### config.mk
export PLATFORM = sky130hd
export DESIGN_NAME = rx_input_formatter
export DESIGN_NICKNAME = d
export VERILOG_FILES = /design/src/rtl/rxif_pkg.sv /design/src/rtl/rxif_cfg_hold.sv /design/src/rtl/rxif_exp_scaler.sv /design/src/rtl/rxif_pair_unit.sv /design/src/rtl/rx_input_formatter.sv
export SDC_FILE = /design/constraint.sdc
export NUM_CORES = 1
export LEC_CHECK = 0
export CAP_MARGIN = 20
export CORE_UTILIZATION = 46
export CTS_CLUSTER_DIAMETER = 30
export DETAILED_ROUTE_END_ITERATION = 7
export GPL_TIMING_DRIVEN = 0
export MAX_ROUTING_LAYER = met4
export PLACE_DENSITY = 0.76
export SYNTH_ARGS = -nofsm -noshare
export SYNTH_HDL_FRONTEND = slang
export SYNTH_SLANG_ARGS = --single-unit
### constraint.sdc
create_clock -name clk -period 2.81 [get_ports clk]
set_input_delay 0.562 -clock clk [delete_from_list [all_inputs] [get_ports clk]]
set_output_delay 0.562 -clock clk [all_outputs]
set_load 0.05 [all_outputs]
### src/rtl/rxif_pkg.sv
// Package: shared format encoding for the receiver input formatter.
// Assumes: the encodings are fixed; value 3 is reserved and behaves as real.
package rxif_pkg;
    typedef enum logic [1:0] {
        FMT_REAL = 2'd0,
        FMT_DUAL = 2'd1,
        FMT_CPLX = 2'd2,
        FMT_RSVD = 2'd3
    } fmt_e;
endpackage

### src/rtl/rxif_cfg_hold.sv
// Module: holds the active configuration.
// It loads the configuration during reset or when the block reports idle.
// Assumes: the caller derives idle from "no input word and no held I word".
module rxif_cfg_hold #(
    parameter int EXP_W = 3
) (
    input  logic             clk,
    input  logic             rst_n,
    input  logic             idle,
    input  logic [1:0]       cfg_fmt,
    input  logic             cfg_exp_en,
    input  logic             cfg_exp_inv,
    input  logic [EXP_W-1:0] cfg_exp_off,
    output rxif_pkg::fmt_e   act_fmt,
    output logic             act_exp_en,
    output logic             act_exp_inv,
    output logic [EXP_W-1:0] act_exp_off
);
    // Purpose: sample the configuration inputs only at safe points.
    always_ff @(posedge clk) begin
        if (!rst_n || idle) begin
            act_fmt     <= rxif_pkg::fmt_e'(cfg_fmt);
            act_exp_en  <= cfg_exp_en;
            act_exp_inv <= cfg_exp_inv;
            act_exp_off <= cfg_exp_off;
        end
    end
endmodule

### src/rtl/rxif_exp_scaler.sv
// Module: combinational exponent scaler.
// It left-justifies the mantissa into OUT_W bits and shifts it right
// arithmetically by (offset - effective exponent), floored at zero.
// Assumes: OUT_W = DATA_W + 2**EXP_W - 1, so no bit is lost.
module rxif_exp_scaler #(
    parameter int DATA_W = 16,
    parameter int EXP_W  = 3,
    parameter int OUT_W  = DATA_W + (1 << EXP_W) - 1
) (
    input  logic [DATA_W-1:0] mant,
    input  logic [EXP_W-1:0]  exp_in,
    input  logic              exp_en,
    input  logic              exp_inv,
    input  logic [EXP_W-1:0]  exp_off,
    output logic [OUT_W-1:0]  scaled
);
    localparam int PAD_W = OUT_W - DATA_W;

    logic [EXP_W-1:0] e_eff;
    logic [EXP_W-1:0] shamt;
    logic [OUT_W-1:0] stage [0:EXP_W];

    // Purpose: resolve the exponent polarity and the bypass.
    always_comb begin
        if (!exp_en)
            e_eff = '0;
        else if (exp_inv)
            e_eff = ~exp_in;
        else
            e_eff = exp_in;
    end

    // Purpose: shift amount, floored at zero when the exponent exceeds the offset.
    always_comb begin
        if (exp_off >= e_eff)
            shamt = exp_off - e_eff;
        else
            shamt = '0;
    end

    // Purpose: place the mantissa at the top of the output word.
    always_comb begin
        stage[0] = {mant, {PAD_W{1'b0}}};
    end

    // One arithmetic shift stage per bit of the shift amount.
    for (genvar k = 0; k < EXP_W; k++) begin : g_shift
        always_comb begin
            if (shamt[k])
                stage[k+1] = OUT_W'($signed(stage[k]) >>> (1 << k));
            else
                stage[k+1] = stage[k];
        end
    end

    // Purpose: drive the final stage out.
    always_comb begin
        scaled = stage[EXP_W];
    end
endmodule

### src/rtl/rxif_pair_unit.sv
// Module: routes scaled words into output samples according to the format.
// It holds an I word in complex format until its Q word arrives.
// Assumes: the format input does not change while an I word is held.
module rxif_pair_unit #(
    parameter int OUT_W = 23
) (
    input  logic             clk,
    input  logic             rst_n,
    input  rxif_pkg::fmt_e   fmt,
    input  logic             in_valid,
    input  logic             in_chan,
    input  logic [OUT_W-1:0] smp,
    output logic             pend,
    output logic             out_valid,
    output logic [OUT_W-1:0] out_i,
    output logic [OUT_W-1:0] out_q,
    output logic             out_tag
);
    logic [OUT_W-1:0] hold_i;

    // Purpose: output register, I holding register and pairing state.
    always_ff @(posedge clk) begin
        if (!rst_n) begin
            pend      <= 1'b0;
            hold_i    <= '0;
            out_valid <= 1'b0;
            out_i     <= '0;
            out_q     <= '0;
            out_tag   <= 1'b0;
        end else begin
            out_valid <= 1'b0;
            if (in_valid) begin
                case (fmt)
                    rxif_pkg::FMT_CPLX: begin
                        if (!in_chan) begin
                            pend   <= 1'b1;
                            hold_i <= smp;
                        end else if (pend) begin
                            pend      <= 1'b0;
                            out_valid <= 1'b1;
                            out_i     <= hold_i;
                            out_q     <= smp;
                            out_tag   <= 1'b0;
                        end
                    end
                    rxif_pkg::FMT_DUAL: begin
                        out_valid <= 1'b1;
                        out_i     <= smp;
                        out_q     <= '0;
                        out_tag   <= in_chan;
                    end
                    default: begin
                        out_valid <= 1'b1;
                        out_i     <= smp;
                        out_q     <= '0;
                        out_tag   <= 1'b0;
                    end
                endcase
            end
        end
    end
endmodule

### src/rtl/rx_input_formatter.sv
// Module: top level of the receiver input formatter.
// It joins the configuration hold, the exponent scaler and the pairing unit.
// Assumes: synchronous active-low reset; one word per clock at most.
module rx_input_formatter #(
    parameter int DATA_W = 16,
    parameter int EXP_W  = 3,
    parameter int OUT_W  = DATA_W + (1 << EXP_W) - 1
) (
    input  logic              clk,
    input  logic              rst_n,
    input  logic [1:0]        cfg_fmt,
    input  logic              cfg_exp_en,
    input  logic              cfg_exp_inv,
    input  logic [EXP_W-1:0]  cfg_exp_off,
    input  logic              in_valid,
    input  logic [DATA_W-1:0] in_data,
    input  logic [EXP_W-1:0]  in_exp,
    input  logic              in_chan,
    output logic              out_valid,
    output logic [OUT_W-1:0]  out_i,
    output logic [OUT_W-1:0]  out_q,
    output logic              out_tag
);
    rxif_pkg::fmt_e   act_fmt;
    logic             act_exp_en;
    logic             act_exp_inv;
    logic [EXP_W-1:0] act_exp_off;
    logic             pend;
    logic             idle;
    logic [OUT_W-1:0] smp;

    // Purpose: the block is idle with no word arriving and no I word held.
    always_comb begin
        idle = !in_valid && !pend;
    end

    rxif_cfg_hold #(.EXP_W(EXP_W)) cfg_i (
        .clk        (clk),
        .rst_n      (rst_n),
        .idle       (idle),
        .cfg_fmt    (cfg_fmt),
        .cfg_exp_en (cfg_exp_en),
        .cfg_exp_inv(cfg_exp_inv),
        .cfg_exp_off(cfg_exp_off),
        .act_fmt    (act_fmt),
        .act_exp_en (act_exp_en),
        .act_exp_inv(act_exp_inv),
        .act_exp_off(act_exp_off)
    );

    rxif_exp_scaler #(.DATA_W(DATA_W), .EXP_W(EXP_W), .OUT_W(OUT_W)) scl_i (
        .mant   (in_data),
        .exp_in (in_exp),
        .exp_en (act_exp_en),
        .exp_inv(act_exp_inv),
        .exp_off(act_exp_off),
        .scaled (smp)
    );

    rxif_pair_unit #(.OUT_W(OUT_W)) pair_i (
        .clk      (clk),
        .rst_n    (rst_n),
        .fmt      (act_fmt),
        .in_valid (in_valid),
        .in_chan  (in_chan),
        .smp      (smp),
        .pend     (pend),
        .out_valid(out_valid),
        .out_i    (out_i),
        .out_q    (out_q),
        .out_tag  (out_tag)
    );
endmodule

Yosys cells after proc, flatten, opt, wreduce, memory -nomap -nowiden
Cells that the tools add are included.
W data, S select, Z words.
{ "op_classes": {"add_sub_neg": 1, "magnitude_cmp": 1, "eq_ne": 4, "n_mux": 19, "n_bitwise": 2, "n_reduce_logical": 9} }
{ "ops": {"columns": ["op", "n"], "rows": [
  ["$mux W23", 6],
  ["$mux W22", 3],
  ["$mux W3", 3],
  ["$mux W1", 6],
  ["$reduce_and A3 Y1", 2],
  ["$reduce_and A2 Y1", 2],
  ["$ge A3 B3 Y1", 1],
  ["$logic_not A1 Y1", 3],
  ["$not A3 Y3", 1],
  ["$sub A3 B3 Y3", 1],
  ["$eq A2 B1 Y1 const B", 1],
  ["$eq A2 B2 Y1 const B", 1],
  ["$ne A2 B1 Y1 const B", 1],
  ["$ne A2 B2 Y1 const B", 1],
  ["$pmux W1 S2", 1],
  ["$logic_and A1 B1 Y1", 1],
  ["$logic_or A1 B1 Y1", 1],
  ["$not A1 Y1", 1]
]} }
{ "word_totals": {"ff_bits": 79, "input_bits": 30, "out_inout_bits": 48, "word_cells": 46} }

Logic depth before layout (Yosys ltp)
{ "depth": {"ltp_word": 11, "depth_mapped": 12} }

Modules after synthesis
Synthesis repeated with hierarchy kept, for this count alone.
{ "unflattened": {"hier_cells": 380, "hier_area_um2": 3814.9} }
{ "by_module_without_submodules": {"columns": ["mod", "instances", "cells_each", "area_each_um2", "seq_area_each_um2"], "rows": [
  ["rxif_pair_unit", 1, 278, 2816.5, 1441.4],
  ["rxif_exp_scaler", 1, 93, 778.2, 0.0],
  ["rxif_cfg_hold", 1, 8, 216.5, 210.2],
  ["rx_input_formatter", 1, 1, 3.8, 0.0]
]} }

Worst setup path before layout
OpenSTA, ideal clock, no wires.
{ "synth_timing": {"kind": "input to register", "startpoint": "input in_exp[0]", "endpoint": "register pair_i.out_i[18]", "setup_ns": 0.135, "t_arrival_ns": 2.536, "setup_slack_ns": 0.139, "path_stages": 11, "path_buffers": 1, "cell_sequence": "xor2_1 > and2_1 > ha_1 > inv_1 > fa_1 > clkbuf_1 > inv_1 > o22ai_1 > o22ai_1 > a2111oi_0 > nor4b_1"} }
{ "synth_via": {"elab_chain_cells": 9} }
{ "synth_rtl": {"columns": ["item", "line", "source"], "rows": [
  ["from (decl)", "rx_input_formatter.sv:17", "input logic [EXP_W-1:0] in_exp,"],
  ["$not A3 Y3", "rxif_exp_scaler.sv:28", "e_eff = ~exp_in;"],
  ["$mux W3 *", "rxif_exp_scaler.sv:27", "else if (exp_inv)"],
  ["$mux W3 *", "rxif_exp_scaler.sv:25", "if (!exp_en)"],
  ["$sub A3 B3 Y3 / $ge A3 B3 Y1 (equally long branches)", "rxif_exp_scaler.sv:36, rxif_exp_scaler.sv:35", null],
  ["$mux W3 *", "rxif_exp_scaler.sv:35", "if (exp_off >= e_eff)"],
  ["$mux W22 (2 in a row)", "rxif_exp_scaler.sv:49", "if (shamt[k])"],
  ["$mux W22 *", "rxif_exp_scaler.sv:49", null],
  ["$mux W23 *", "rxif_pair_unit.sv:33", "case (fmt)"],
  ["to (signal assigned)", "rxif_pair_unit.sv:41", "out_i <= hold_i;"],
  ["to (signal assigned)", "rxif_pair_unit.sv:48", "out_i <= smp;"],
  ["to (signal assigned)", "rxif_pair_unit.sv:54", "out_i <= smp;"],
  ["to (decl)", "rxif_pair_unit.sv:15", "output logic [OUT_W-1:0] out_i,"]
]} }
Mark *: on every way between the ends. The rest lies on a longest branch, timed or not.
A chain may end at the register's enable or synchronous reset.

Worst setup path after layout
{ "layout_timing": {"startpoint": "register cfg_i.act_exp_inv", "endpoint": "register pair_i.out_i[15]"} }
{ "layout_via": {"elab_chain_cells": 8} }
{ "layout_rtl": {"columns": ["item", "line", "source"], "rows": [
  ["from (decl)", "rxif_cfg_hold.sv:16", "output logic act_exp_inv,"],
  ["from (signal assigned)", "rxif_cfg_hold.sv:24", "act_exp_inv <= cfg_exp_inv;"],
  ["$mux W3 *", "rxif_exp_scaler.sv:27", null],
  ["$mux W3 *", "rxif_exp_scaler.sv:25", null],
  ["$sub A3 B3 Y3 / $ge A3 B3 Y1 (equally long branches)", "rxif_exp_scaler.sv:36, rxif_exp_scaler.sv:35", null],
  ["$mux W3 *", "rxif_exp_scaler.sv:35", null],
  ["$mux W22 (2 in a row)", "rxif_exp_scaler.sv:49", null],
  ["$mux W22 *", "rxif_exp_scaler.sv:49", null],
  ["$mux W23 *", "rxif_pair_unit.sv:33", null]
]} }
Marks and branches as above.

==> impl_metrics.py <==
metrics = {
    "route": {
        "detail_route.wirelength_um": 12900,
        "avgRoutedWirePerCell_um": 20.4,
        "vias": 3830,
        "drc": 0,
        "via_per_inst": 6.07,
        "antenna_left": 0,
        "firstDrtPassIters": 6,
        "drtIter0Drc": 252,
    },
    "sta": {
        "relSlewSlack": 0.560,
        "final.setup.tns_ns": -0.0153,
        "worst_slack_ns": -0.0153,
        "fin_crit_sh": 1.01,
        "tightest_slew_ns": 0.661,
        "fin_skew_ns": 0.0117,
        "fmaxAchievable_mhz": 354,
        "rsz0062_at_grt": "true",
        "final_max_slew_viol_count": 0,
        "setup_viol": 1,
        "whs_ns": 0.459,
        "hold_viol": 0,
        "fin_crit_ns": 2.83,
    },
    "place": {
        "gp_congestion": 0.878,
        "hpwl_um": 7890,
        "pre_cts_ws_ns": -0.860,
        "portBuffers": 75,
    },
    "pwr": {
        "ir_drop_mv": 0.373,
        "p_int_w": 0.00246,
        "power.share.sequential": 0.322,
        "swShare": 0.357,
        "powerDensity_mw_per_mm2": 671,
        "p_sw_w": 0.00137,
        "total_power_w": 0.00383,
        "comb_power_share": 0.418,
        "power_leakage_nw": 1.98,
        "clockPowerShare": 0.260,
    },
    "clock_tree": {
        "clock-sinks": 79,
        "holdBufCountCts": 0,
        "cts_inserted_buffers": 9,
        "htreeDepth": 3,
        "cts_root_buf": "clkbuf_8",
        "clock_latency_ns": 0.35,
        "clk_pin_slew_ns": 0.08,
        "ctsLongestPathBuffers": 2,
        "cts_tree": "yes",
    },
    "setup_path": {
        "cp.arrival_ns": 3.03,
        "cp.required_ns": 3.01,
        "path_max_fanout": 4,
        "end_kind": "register",
        "r2r_cells": 13,
        "start_kind": "register",
        "criticalPathCategory": "register to register",
    },
    "floorplanning": {
        "die_w_um": 92.1,
        "die_y_um": 92.1,
        "die-area_mm2": 0.00848,
        "ios": 78,
        "core_area_mm2": 0.00781,
        "start_util": 0.478,
        "std_cell_rows": 32,
    },
    "synthesis": {
        "synth_warnings": 0,
        "synth_cells": 418,
        "ys_ff_latch": 79,
        "yosysSeqAreaShare": 0.442,
        "ys_types": 49,
        "synth.avg_cell_area_um2": 8.93,
        "synth_fp_nets": 452,
        "synthesis.area_mm2": 0.00373,
    },
    "cells_and_area": {
        "syn_to_final_growth_pct": 53.0,
        "nets": 558,
        "drive_gt1_frac": 0.221,
        "diodes": 0,
        "fillerInstances": 529,
    },
    "global_routing": {
        "overflow": 0,
        "antenna_found_initial": 0,
        "grt_util_all_layers": 0.291,
        "grt_max_degree": 14,
        "grt_pass1_vias": 3624,
        "grt_pass1_wl_um": 18600,
    },
    "outcome": {
        "failed_checks": "negative setup slack",
        "status": "finished, violations left",
    },
    "hold_path": {
        "min_path_type": "register to register",
        "hold_depth": 2,
    },
    "job": {
        "drv_cap": 0,
    },
}
kinds of logic (layout without fill, tap and decap cells):
group,after synthesis,in the layout,share of synthesized area
buf+inv,36,147,0.0442
xor+xnor,4,4,0.00938
fa+ha+maj,4,4,0.0154
flops,79,79,0.442
simple gates,129,129,0.159
compound gates,131,131,0.225
mux,35,35,0.105
synth_stat cells (all sizes together):
library cell | number | area (um2)
a31o | 2 | 17.5
nor2 | 18 | 70.1
and3 | 1 | 6.26
and2 | 8 | 50.1
ha | 3 | 37.5
o2bb2ai | 1 | 8.76
a211o | 2 | 17.5
nor2b | 7 | 43.8
a211oi | 3 | 22.5
o22ai | 5 | 31.3
or2 | 1 | 6.26
or3 | 1 | 6.26
nand2 | 55 | 206
inv | 4 | 15.0
dfxtp | 72 | 1440
a21oi | 24 | 120
nand4b | 1 | 8.76
a32o | 1 | 10.0
nand4 | 3 | 18.8
edfxtp | 7 | 210
a221oi | 1 | 8.76
nand3 | 28 | 140
nor4b | 1 | 8.76
mux2i | 35 | 392
o211a | 4 | 40.0
fa | 1 | 20.0
nand2b | 3 | 18.8
a21o | 1 | 7.51
clkbuf | 27 | 101
o2111ai | 1 | 8.76
a21boi | 9 | 71.3
xor2 | 4 | 35.0
o211ai | 8 | 60.1
nor3 | 2 | 10.0
a22oi | 5 | 37.5
a2111oi | 1 | 8.76
o21ai | 47 | 235
a31oi | 3 | 18.8
o221ai | 13 | 114
buf | 5 | 48.8
final timing paths:
check | start | end | slack (ns)
hold / removal | pair_i.out_q[9] | pair_i.out_q[9] | 0.46
hold reg to reg | pair_i.out_q[9] | pair_i.out_q[9] | 0.46
setup reg to reg | cfg_i.act_exp_inv | pair_i.out_i[15] | -0.02
setup / recovery | cfg_i.act_exp_inv | pair_i.out_i[15] | -0.02
worst max-delay path, stage by stage, from the launching register on:
cell,delay [ns]
edfxtp_1,0.44
xor2_1,0.15
and2_1,0.14
ha_2,0.18
inv_2,0.04
fa_2,0.38
xor2_4,0.19
o21ai_4,0.11
buf_4,0.15
buf_4,0.14
a211oi_2,0.29
a221oi_4,0.12
a21oi_4,0.23
o221ai_2,0.12
metrics by stage:
| stage | std cells | cell area [um2] | utilization |
|---|---|---|---|
| floorplan | 418 | 3730 | - |
| global placement | 595 | 4610 | 0.591 |
| detailed placement | 595 | 4610 | 0.591 |
| CTS | 620 | 5380 | 0.689 |
| global route | 631 | 5710 | 0.732 |
| finish | 631 | 5710 | 0.732 |
power by group through the flow:
stage	logic (W)	clock network [W]	registers, W
after floorplan	0.000520	0	0.00140
after global placement	0.000960	0	0.00126
after detailed placement	0.000969	0	0.00126
final	0.00160	0.000997	0.00123
after CTS	0.00133	0.000997	0.00123
after global routing	0.00166	0.00105	0.00124
routing by layer:
| layer | track usage | vias up | routed length, um |
|---|---|---|---|
| met5 | - | - | 0 |
| met4 | 0.0885 | 0 | 339 |
| met1 | 0.376 | 1860 | 5220 |
| met2 | 0.480 | 194 | 6390 |
| li1 | - | 1736 | - |
| met3 | 0.0323 | 40 | 919 |
flip-flops by register name, indices dropped and copies added (netlist names), 2 cells and up:
signal and cells:
cfg_i.act_fmt 2, pair_i.hold_i 23, pair_i.out_i 23, cfg_i.act_exp_off 3
pair_i.out_q 23
cells in the final DEF (no fill, tap or decap), types with 6 or more instances in the layout:
master and instances:
dfxtp_1 72, clkbuf_1 27, o211ai_1 8, clkbuf_8 10, edfxtp_1 7, nor2b_1 6, nor2_1 14, mux2i_4 29
o21ai_1 6, a21oi_1 22, o221ai_2 8, clkdlybuf4s50_1 72, and2_1 8, buf_4 17, nand3_1 28, a21boi_0 6
nand2_1 51, o21ai_0 40
what timing repair did:
action                                  in CTS  in global routing
gates resized for setup                     90                 40
pin swaps                                   11                 14
endpoints found under the setup margin      63                 61
gates cloned                                 0                  1
buffers inserted                            10                  9
area by class of cell:
cell class	instances	area [um2]	share of cell area
well taps	102	128	0.0223
clock buffers	12	166	0.0291
inverters	4	15.0	0.00263
repair buffers	96	937	0.164
flip-flops and latches	79	1650	0.289
multi-input cells	303	2570	0.450
plain buffers	31	173	0.0302
clock inverters	4	73.8	0.0129
No activity file was read; power rests on OpenSTA's default activity.
